--- config.mk ---
export PLATFORM = sky130hd
export DESIGN_NAME = busy_pwr_ctrl
export DESIGN_NICKNAME = d
export VERILOG_FILES = /design/src/rtl/bpc_pkg.sv /design/src/rtl/bpc_dur_sel.sv /design/src/rtl/bpc_timer.sv /design/src/rtl/bpc_gate.sv /design/src/rtl/busy_pwr_ctrl.sv
export SDC_FILE = /design/constraint.sdc
export NUM_CORES = 1
export LEC_CHECK = 0
export BUFFER_PORTS_ARGS = -buffer_cell sky130_fd_sc_hd__buf_4
export CELL_PAD_IN_SITES_DETAIL_PLACEMENT = 0
export CELL_PAD_IN_SITES_GLOBAL_PLACEMENT = 1
export CORE_MARGIN = 5
export CORE_UTILIZATION = 40
export CTS_CLUSTER_DIAMETER = 60
export CTS_CLUSTER_SIZE = 14
export DETAILED_ROUTE_END_ITERATION = 16
export GPL_ROUTABILITY_DRIVEN = 0
export PLACE_DENSITY_LB_ADDON = 0.1
export SLEW_MARGIN = 5
export SYNTH_ARGS = -nofsm -noshare
export SYNTH_HDL_FRONTEND = slang
export SYNTH_SLANG_ARGS = --single-unit
--- constraint.sdc ---
create_clock -name clk_i -period 3.65 [get_ports clk_i]
set_input_delay 0.1825 -clock clk_i [delete_from_list [all_inputs] [get_ports clk_i]]
set_output_delay 0.1825 -clock clk_i [all_outputs]
set_load 0.02 [all_outputs]
--- src/rtl/bpc_pkg.sv ---
package bpc_pkg;

  typedef enum logic [2:0] {
    CMD_NONE       = 3'd0,
    CMD_SR_WR      = 3'd1,
    CMD_PAGE_PROG  = 3'd2,
    CMD_SECT_ERASE = 3'd3,
    CMD_BLK_ERASE  = 3'd4,
    CMD_CHIP_ERASE = 3'd5,
    CMD_PWR_DOWN   = 3'd6,
    CMD_WAKE       = 3'd7
  } bpc_cmd_e;

  typedef enum logic [2:0] {
    ST_IDLE     = 3'd0,
    ST_BUSY     = 3'd1,
    ST_SLEEP_IN = 3'd2,
    ST_SLEEP    = 3'd3,
    ST_WAKE     = 3'd4,
    ST_LOCK     = 3'd5
  } bpc_state_e;

  localparam int unsigned GATE_W    = 5;
  localparam int unsigned G_STAT_RD = 0;
  localparam int unsigned G_ARR_RD  = 1;
  localparam int unsigned G_MODIFY  = 2;
  localparam int unsigned G_PDOWN   = 3;
  localparam int unsigned G_WAKE    = 4;

  function automatic logic is_modify(bpc_cmd_e c);
    return (c == CMD_SR_WR) || (c == CMD_PAGE_PROG) || (c == CMD_SECT_ERASE) ||
           (c == CMD_BLK_ERASE) || (c == CMD_CHIP_ERASE);
  endfunction

  function automatic int unsigned max2(int unsigned a, int unsigned b);
    return (a > b) ? a : b;
  endfunction

endpackage

--- src/rtl/bpc_dur_sel.sv ---
module bpc_dur_sel
  import bpc_pkg::*;
#(
  parameter int unsigned CNT_W = 8,
  parameter int unsigned T_SR  = 1,
  parameter int unsigned T_PP  = 1,
  parameter int unsigned T_SE  = 1,
  parameter int unsigned T_BE  = 1,
  parameter int unsigned T_CE  = 1,
  parameter int unsigned T_DP  = 1,
  parameter int unsigned T_RES = 1
) (
  input  bpc_cmd_e         cmd_i,
  output logic [CNT_W-1:0] load_val_o
);
  // load value is duration-1: the zero cycle is the last one of the phase
  always_comb begin
    unique case (cmd_i)
      CMD_SR_WR:      load_val_o = CNT_W'(T_SR - 1);
      CMD_PAGE_PROG:  load_val_o = CNT_W'(T_PP - 1);
      CMD_SECT_ERASE: load_val_o = CNT_W'(T_SE - 1);
      CMD_BLK_ERASE:  load_val_o = CNT_W'(T_BE - 1);
      CMD_CHIP_ERASE: load_val_o = CNT_W'(T_CE - 1);
      CMD_PWR_DOWN:   load_val_o = CNT_W'(T_DP - 1);
      CMD_WAKE:       load_val_o = CNT_W'(T_RES - 1);
      default:        load_val_o = '0;
    endcase
  end
endmodule

--- src/rtl/bpc_timer.sv ---
module bpc_timer #(
  parameter int unsigned CNT_W   = 8,
  parameter int unsigned RST_VAL = 0
) (
  input  logic             clk_i,
  input  logic             rst_ni,
  input  logic             load_i,
  input  logic [CNT_W-1:0] load_val_i,
  output logic             zero_o
);
  logic [CNT_W-1:0] cnt_q;

  always_ff @(posedge clk_i or negedge rst_ni) begin
    if (!rst_ni)              cnt_q <= CNT_W'(RST_VAL);
    else if (load_i)          cnt_q <= load_val_i;
    else if (cnt_q != '0)     cnt_q <= cnt_q - 1'b1;
  end

  assign zero_o = (cnt_q == '0);
endmodule

--- src/rtl/bpc_gate.sv ---
module bpc_gate
  import bpc_pkg::*;
(
  input  bpc_state_e        state_i,
  output logic [GATE_W-1:0] gate_o
);
  always_comb begin
    gate_o = '0;
    unique case (state_i)
      ST_IDLE:  gate_o = '1;
      ST_BUSY:  gate_o[G_STAT_RD] = 1'b1;
      ST_SLEEP: gate_o[G_WAKE] = 1'b1;
      default:  gate_o = '0;
    endcase
  end
endmodule

--- src/rtl/busy_pwr_ctrl.sv ---
module busy_pwr_ctrl
  import bpc_pkg::*;
#(
  parameter int unsigned T_SR  = 750_000,
  parameter int unsigned T_PP  = 32_500,
  parameter int unsigned T_SE  = 15_000_000,
  parameter int unsigned T_BE  = 100_000_000,
  parameter int unsigned T_CE  = 250_000_000,
  parameter int unsigned T_DP  = 500,
  parameter int unsigned T_RES = 440,
  parameter int unsigned T_VSL = 15_000
) (
  input  logic        clk_i,
  input  logic        rst_ni,
  input  logic        pwr_good_i,
  input  logic        cmd_valid_i,
  input  logic [2:0]  cmd_i,
  input  logic        accept_i,
  output logic        wip_o,
  output logic        done_o,
  output logic [4:0]  gate_o,
  output logic [2:0]  state_o
);
  localparam int unsigned MAX_T = max2(max2(max2(T_SR, T_PP), max2(T_SE, T_BE)),
                                       max2(max2(T_CE, T_DP), max2(T_RES, T_VSL)));
  localparam int unsigned CNT_W = $clog2(MAX_T + 1);

  bpc_cmd_e         cmd;
  bpc_state_e       state_q, state_d;
  logic             tmr_start, tmr_load, tmr_zero, done_d, done_q;
  logic [CNT_W-1:0] dur_val, load_val;

  assign cmd = bpc_cmd_e'(cmd_i);

  bpc_dur_sel #(
    .CNT_W(CNT_W), .T_SR(T_SR), .T_PP(T_PP), .T_SE(T_SE), .T_BE(T_BE),
    .T_CE(T_CE), .T_DP(T_DP), .T_RES(T_RES)
  ) u_dur (
    .cmd_i      (cmd),
    .load_val_o (dur_val)
  );

  // supply loss reloads the lockout interval every cycle it persists
  assign tmr_load = tmr_start || !pwr_good_i;
  assign load_val = pwr_good_i ? dur_val : CNT_W'(T_VSL - 1);

  bpc_timer #(.CNT_W(CNT_W), .RST_VAL(T_VSL - 1)) u_tmr (
    .clk_i      (clk_i),
    .rst_ni     (rst_ni),
    .load_i     (tmr_load),
    .load_val_i (load_val),
    .zero_o     (tmr_zero)
  );

  always_comb begin
    state_d   = state_q;
    tmr_start = 1'b0;
    done_d    = 1'b0;
    unique case (state_q)
      ST_LOCK:     if (tmr_zero) state_d = ST_IDLE;
      ST_IDLE: begin
        if (cmd_valid_i && is_modify(cmd) && accept_i) begin
          state_d   = ST_BUSY;
          tmr_start = 1'b1;
        end else if (cmd_valid_i && cmd == CMD_PWR_DOWN) begin
          state_d   = ST_SLEEP_IN;
          tmr_start = 1'b1;
        end
      end
      ST_BUSY: if (tmr_zero) begin
        state_d = ST_IDLE;
        done_d  = 1'b1;
      end
      ST_SLEEP_IN: if (tmr_zero) state_d = ST_SLEEP;
      ST_SLEEP: if (cmd_valid_i && cmd == CMD_WAKE) begin
        state_d   = ST_WAKE;
        tmr_start = 1'b1;
      end
      ST_WAKE:     if (tmr_zero) state_d = ST_IDLE;
      default:     state_d = ST_LOCK;
    endcase
    if (!pwr_good_i) begin
      state_d = ST_LOCK;
      done_d  = 1'b0;
    end
  end

  always_ff @(posedge clk_i or negedge rst_ni) begin
    if (!rst_ni) begin
      state_q <= ST_LOCK;
      done_q  <= 1'b0;
    end else begin
      state_q <= state_d;
      done_q  <= done_d;
    end
  end

  bpc_gate u_gate (
    .state_i (state_q),
    .gate_o  (gate_o)
  );

  assign wip_o   = (state_q == ST_BUSY);
  assign done_o  = done_q;
  assign state_o = state_q;
endmodule


==> summary.md <==
The flow ran to the end, and the final reports show no timing, DRC or antenna violations. The setup check on the worst reg-to-reg path leaves a slack of 0.75 ns. The tools report the total iterations of the first detailed-routing run as 4. Classification of the worst-slack hold path: input port to flip-flop. Across the VDD grid, the largest voltage drop is 0.000167 V. The startpoint of the lowest-slack hold path is pwr_good_i.

Cells with a size suffix above 1 make up 17.7% of the layout. The sort of element at the start of the critical path was a flip-flop. The most common cell in the synthesized netlist is sky130_fd_sc_hd__dfrtp_1. The number of cells on the worst reg-to-reg path was 7; the starting DRC count in detailed routing was 135. The run gives 5.68 mm as the wire length after detailed routing. The instance count along the most critical hold path is 2. For the initial antenna violation count, the log shows 0.

The final-layout fill cell count was 550. The die covers 6910 sq um. The row count came out at 26. The worst register-to-register path ends at u_tmr.cnt_q[2]$_DFFE_PN1P_. Clock tree synthesis found a total of 32 sinks.

The initial standard-cell utilization of the core is 41.6%. In the final layout, the multi-input gates occupy 1200 sq um. The maximum achievable frequency was 0.345 GHz. The HPWL after detailed placement is 3.99 mm. The critical path is of the flip-flop to flip-flop type. Across every metal layer, demand over resource in global routing totals 17.2%.

The final count of negative-setup-slack endpoints came out at 0. The combinational fraction of design power came out at 9.5%. The final critical path takes up 79.4% of the cycle.

Along the worst path, the maximum fanout reaches 14. The count of final max-slew check failures is 0. Gates resized during post-CTS repair numbered 0.

The final worst clock skew was 0.0108 ns. For the switching power of the nets, the log shows 0.195 mW. The fraction of post-synthesis cell area in the top cell type by area is 24.6%, and the ratio of routed vias to standard cells is 6.04. The tools report the clock latency reported for the late side of the worst-skew pair as 0.29 ns. For this run, the slowest stage of the critical path takes 0.61 ns. The tools report the critical path required time as 3.84 ns.

The clock transition at the register clock pins on the worst setup and hold paths after CTS works out to 0.07 ns. A synthesized cell averages 8.73 sq um. In this run the tightest slew margin relative to its limit is 53.4%.

The slowest cell on the critical path was sky130_fd_sc_hd__or4_4. The internal portion of the total power is 0.591 mW. The tools report the remaining routing DRC violations as 0. The main flop type after synthesis is sky130_fd_sc_hd__dfrtp_1. For this run, asynchronously set or reset flops after synthesis account for 100%.

The signal on the critical path passes through inv_1 > ha_1 > or4b_4 > or3_4 > or4_4 > a2111oi_0 > a311oi_1. The run gives 0 as the total inserted antenna cells. Entering global routing, the biggest net connects 33 pins.

The register cell area after layout came out at 815 sq um. For the post-synthesis instance total, the log shows 245. The global-route wire length before repair is 9.66 mm. Counting along the longest clock path gives a buffer depth of 2.

The post-synthesis instance area is 2140 sq um. For this run, the post-layout net count is 262. The average detailed-routed wire length per instance is 17.5 um, and the total cell area at the placement stage is 2270 sq um. Of the total power, the clock network draws 43.3%. Summed over all layers, the global routing overflow is 0. The measured slew at the worst slew-check pin is 0.697 ns. By area the synthesized netlist is led by sky130_fd_sc_hd__dfrtp_1 (25%), sky130_fd_sc_hd__dfstp_2 (14%), sky130_fd_sc_hd__xor2_1 (4.5%).

After layout, the design draws a total of 0.786 mW. The count of nets left with antenna violations once routing finished came out at 0. The tools report the number of warning messages in the yosys log as 0. The total area inside the core boundary comes to 5140 sq um. For the total number of H-tree levels, the log shows 2. For the synthesized net count, the log shows 254. Yosys mapped the design onto 48 distinct sky130hd cell types.

In this run the horizontal extent of the chip is 83.1 um. After routing the design area is 2400 sq um. Sequential share of power: 47.2%.

STA classifies the critical path endpoint as a flip-flop. The tools report the TritonCTS buffer count as 5. The max-capacitance violation count was 0; the power per cell area was 328 nW/um^2. For the share of the yosys chip area belonging to registers, the log shows 38.1%.

The worst hold path terminates at u_tmr.cnt_q[11]$_DFFE_PN1P_. After synthesis the netlist holds a flip-flop and latch count of 32. By count the netlist is led by sky130_fd_sc_hd__dfrtp_1 (21), sky130_fd_sc_hd__nor2_1 (17), sky130_fd_sc_hd__o21ai_0 (17). The number of buffers inserted by port buffering was 17. Setup repair after global routing left no endpoint under its margin. TritonCTS built the clock tree.

The cell sitting at the root of the clock tree is a sky130_fd_sc_hd__clkbuf_8. Summed over all instances, the cell type with the most area after synthesis is sky130_fd_sc_hd__dfrtp_1. Net switching is 24.8% of the power.

The number of enable flip-flop cells after synthesis works out to 0. Measured along the y axis, the die boundary spans 83.1 um. The number of hold-slack violations in the final timing report was 0; the final cell count without fillers was 324.

For the finished layout, the period the worst path requires is 2.90 ns. After routing, the total negative slack on setup checks comes to 0 ns. The startpoint identified for the worst register-to-register timing path is u_tmr.cnt_q[0]$_DFFE_PN1P_.

For this design the top-level I/O count stands at 18. The number of vias after detailed routing was 1957; the total instance count after detailed placement was 315. For the data arrival at the endpoint of the critical path, the log shows 3.09 ns.

The logs give 0.894 nW for the static leakage and 0 for the post-CTS setup buffer count. The area added between synthesis and finish was 12.0%; the number of global-route vias before repair was 1881.
==> layout make-up <==
cell class	instances	share of cell area, %
clock buffers	5	2.87
clock inverters	3	1.78
inverters	8	1.25
multi-input cells	186	50.1
flip-flops and latches	32	34.0
well taps	70	3.66
repair buffers	20	6.37
==> flip-flops by register name, indices dropped and copies added, names as in the netlist <==
| register | count |
|---|---|
| done_o | 1 |
| u_tmr.cnt_q | 28 |
| state_o | 3 |
==> logic make-up after synthesis <==
logic type / count (synthesis) / share of synthesized area [%]
buf+inv: 27 / 5.85
simple gates: 110 / 29.6
xor+xnor: 20 / 8.19
fa+ha+maj: 1 / 0.585
compound gates: 55 / 17.7
flops: 32 / 38.1
==> critical path, delay by kind of cell, from the launching register on <==
kind | cells | cell delay, ns
and+or+nand+nor | 3 | 1.47
AOI/OAI and AO/OA | 2 | 0.63
DFF | 1 | 0.36
adders and majority gates | 1 | 0.23
buffers and inverters | 1 | 0.10
==> metrics by stage <==
stage          hold slack, ns  utilization (%)  setup slack [ns]
3_3_place_gp            0.152             44.3             0.849
2_1_floorplan          -0.113                -              1.00
5_1_grt                 0.230             46.6             0.623
3_5_place_dp            0.155             44.3             0.789
4_1_cts                 0.214             46.6             0.769
6_report                0.225             46.6             0.753
==> how the worst max path moves through the flow <==
stage,end,slack (ns),cells after the start,from
2_1_floorplan,u_tmr.cnt_q[2]$_DFFE_PN1P_,1.00,8,u_tmr.cnt_q[0]$_DFFE_PN1P_
3_3_place_gp,u_tmr.cnt_q[25]$_DFFE_PN0P_,0.85,7,u_tmr.cnt_q[0]$_DFFE_PN1P_
5_1_grt,u_tmr.cnt_q[25]$_DFFE_PN0P_,0.62,7,u_tmr.cnt_q[0]$_DFFE_PN1P_
3_5_place_dp,u_tmr.cnt_q[25]$_DFFE_PN0P_,0.79,7,u_tmr.cnt_q[0]$_DFFE_PN1P_
4_1_cts,u_tmr.cnt_q[25]$_DFFE_PN0P_,0.77,7,u_tmr.cnt_q[0]$_DFFE_PN1P_
6_report,u_tmr.cnt_q[2]$_DFFE_PN1P_,0.75,7,u_tmr.cnt_q[0]$_DFFE_PN1P_
==> cell usage in the layout (no fill, tap or decap), types with 5 or more instances in the layout <==
cell,netlist,routed
sky130_fd_sc_hd__nor3_1,14,14
sky130_fd_sc_hd__xnor2_1,9,9
sky130_fd_sc_hd__nor4_1,11,11
sky130_fd_sc_hd__or3_1,7,7
sky130_fd_sc_hd__a21oi_1,8,8
sky130_fd_sc_hd__o31ai_1,5,5
sky130_fd_sc_hd__dfrtp_1,21,21
sky130_fd_sc_hd__nand4_1,9,9
sky130_fd_sc_hd__inv_1,8,8
sky130_fd_sc_hd__clkbuf_8,0,5
sky130_fd_sc_hd__nand3_1,9,9
sky130_fd_sc_hd__dfstp_2,11,11
sky130_fd_sc_hd__buf_4,2,19
sky130_fd_sc_hd__or4_1,6,6
sky130_fd_sc_hd__o21ai_0,17,17
sky130_fd_sc_hd__nand2_1,13,13
sky130_fd_sc_hd__xor2_1,11,11
sky130_fd_sc_hd__nor2_1,17,17
==> timing repair <==
item | in CTS | in global routing
setup endpoints to repair | 0 | 0
hold buffers | 1 | 0
hold endpoints to repair | 21 | 0
==> metal layers <==
| layer | global-route usage [%] | up-vias | wire (um) |
|---|---|---|---|
| met5 | 0 | - | 0 |
| met3 | 3.07 | 15 | 201 |
| met4 | 7.13 | 0 | 125 |
| met1 | 24.8 | 944 | 2830 |
| li1 | - | 947 | - |
| met2 | 25.2 | 51 | 2520 |
==> power groups by stage <==
stage                     Combinational [mW]  Sequential (mW)  Clock, mW
after global placement                0.0745            0.377          0
after CTS                             0.0753            0.371      0.352
after floorplan                       0.0452            0.375          0
after global routing                  0.0842            0.372      0.367
final                                 0.0745            0.371      0.340
after detailed placement              0.0738            0.378          0
No activity file was read; power rests on OpenSTA's default activity.
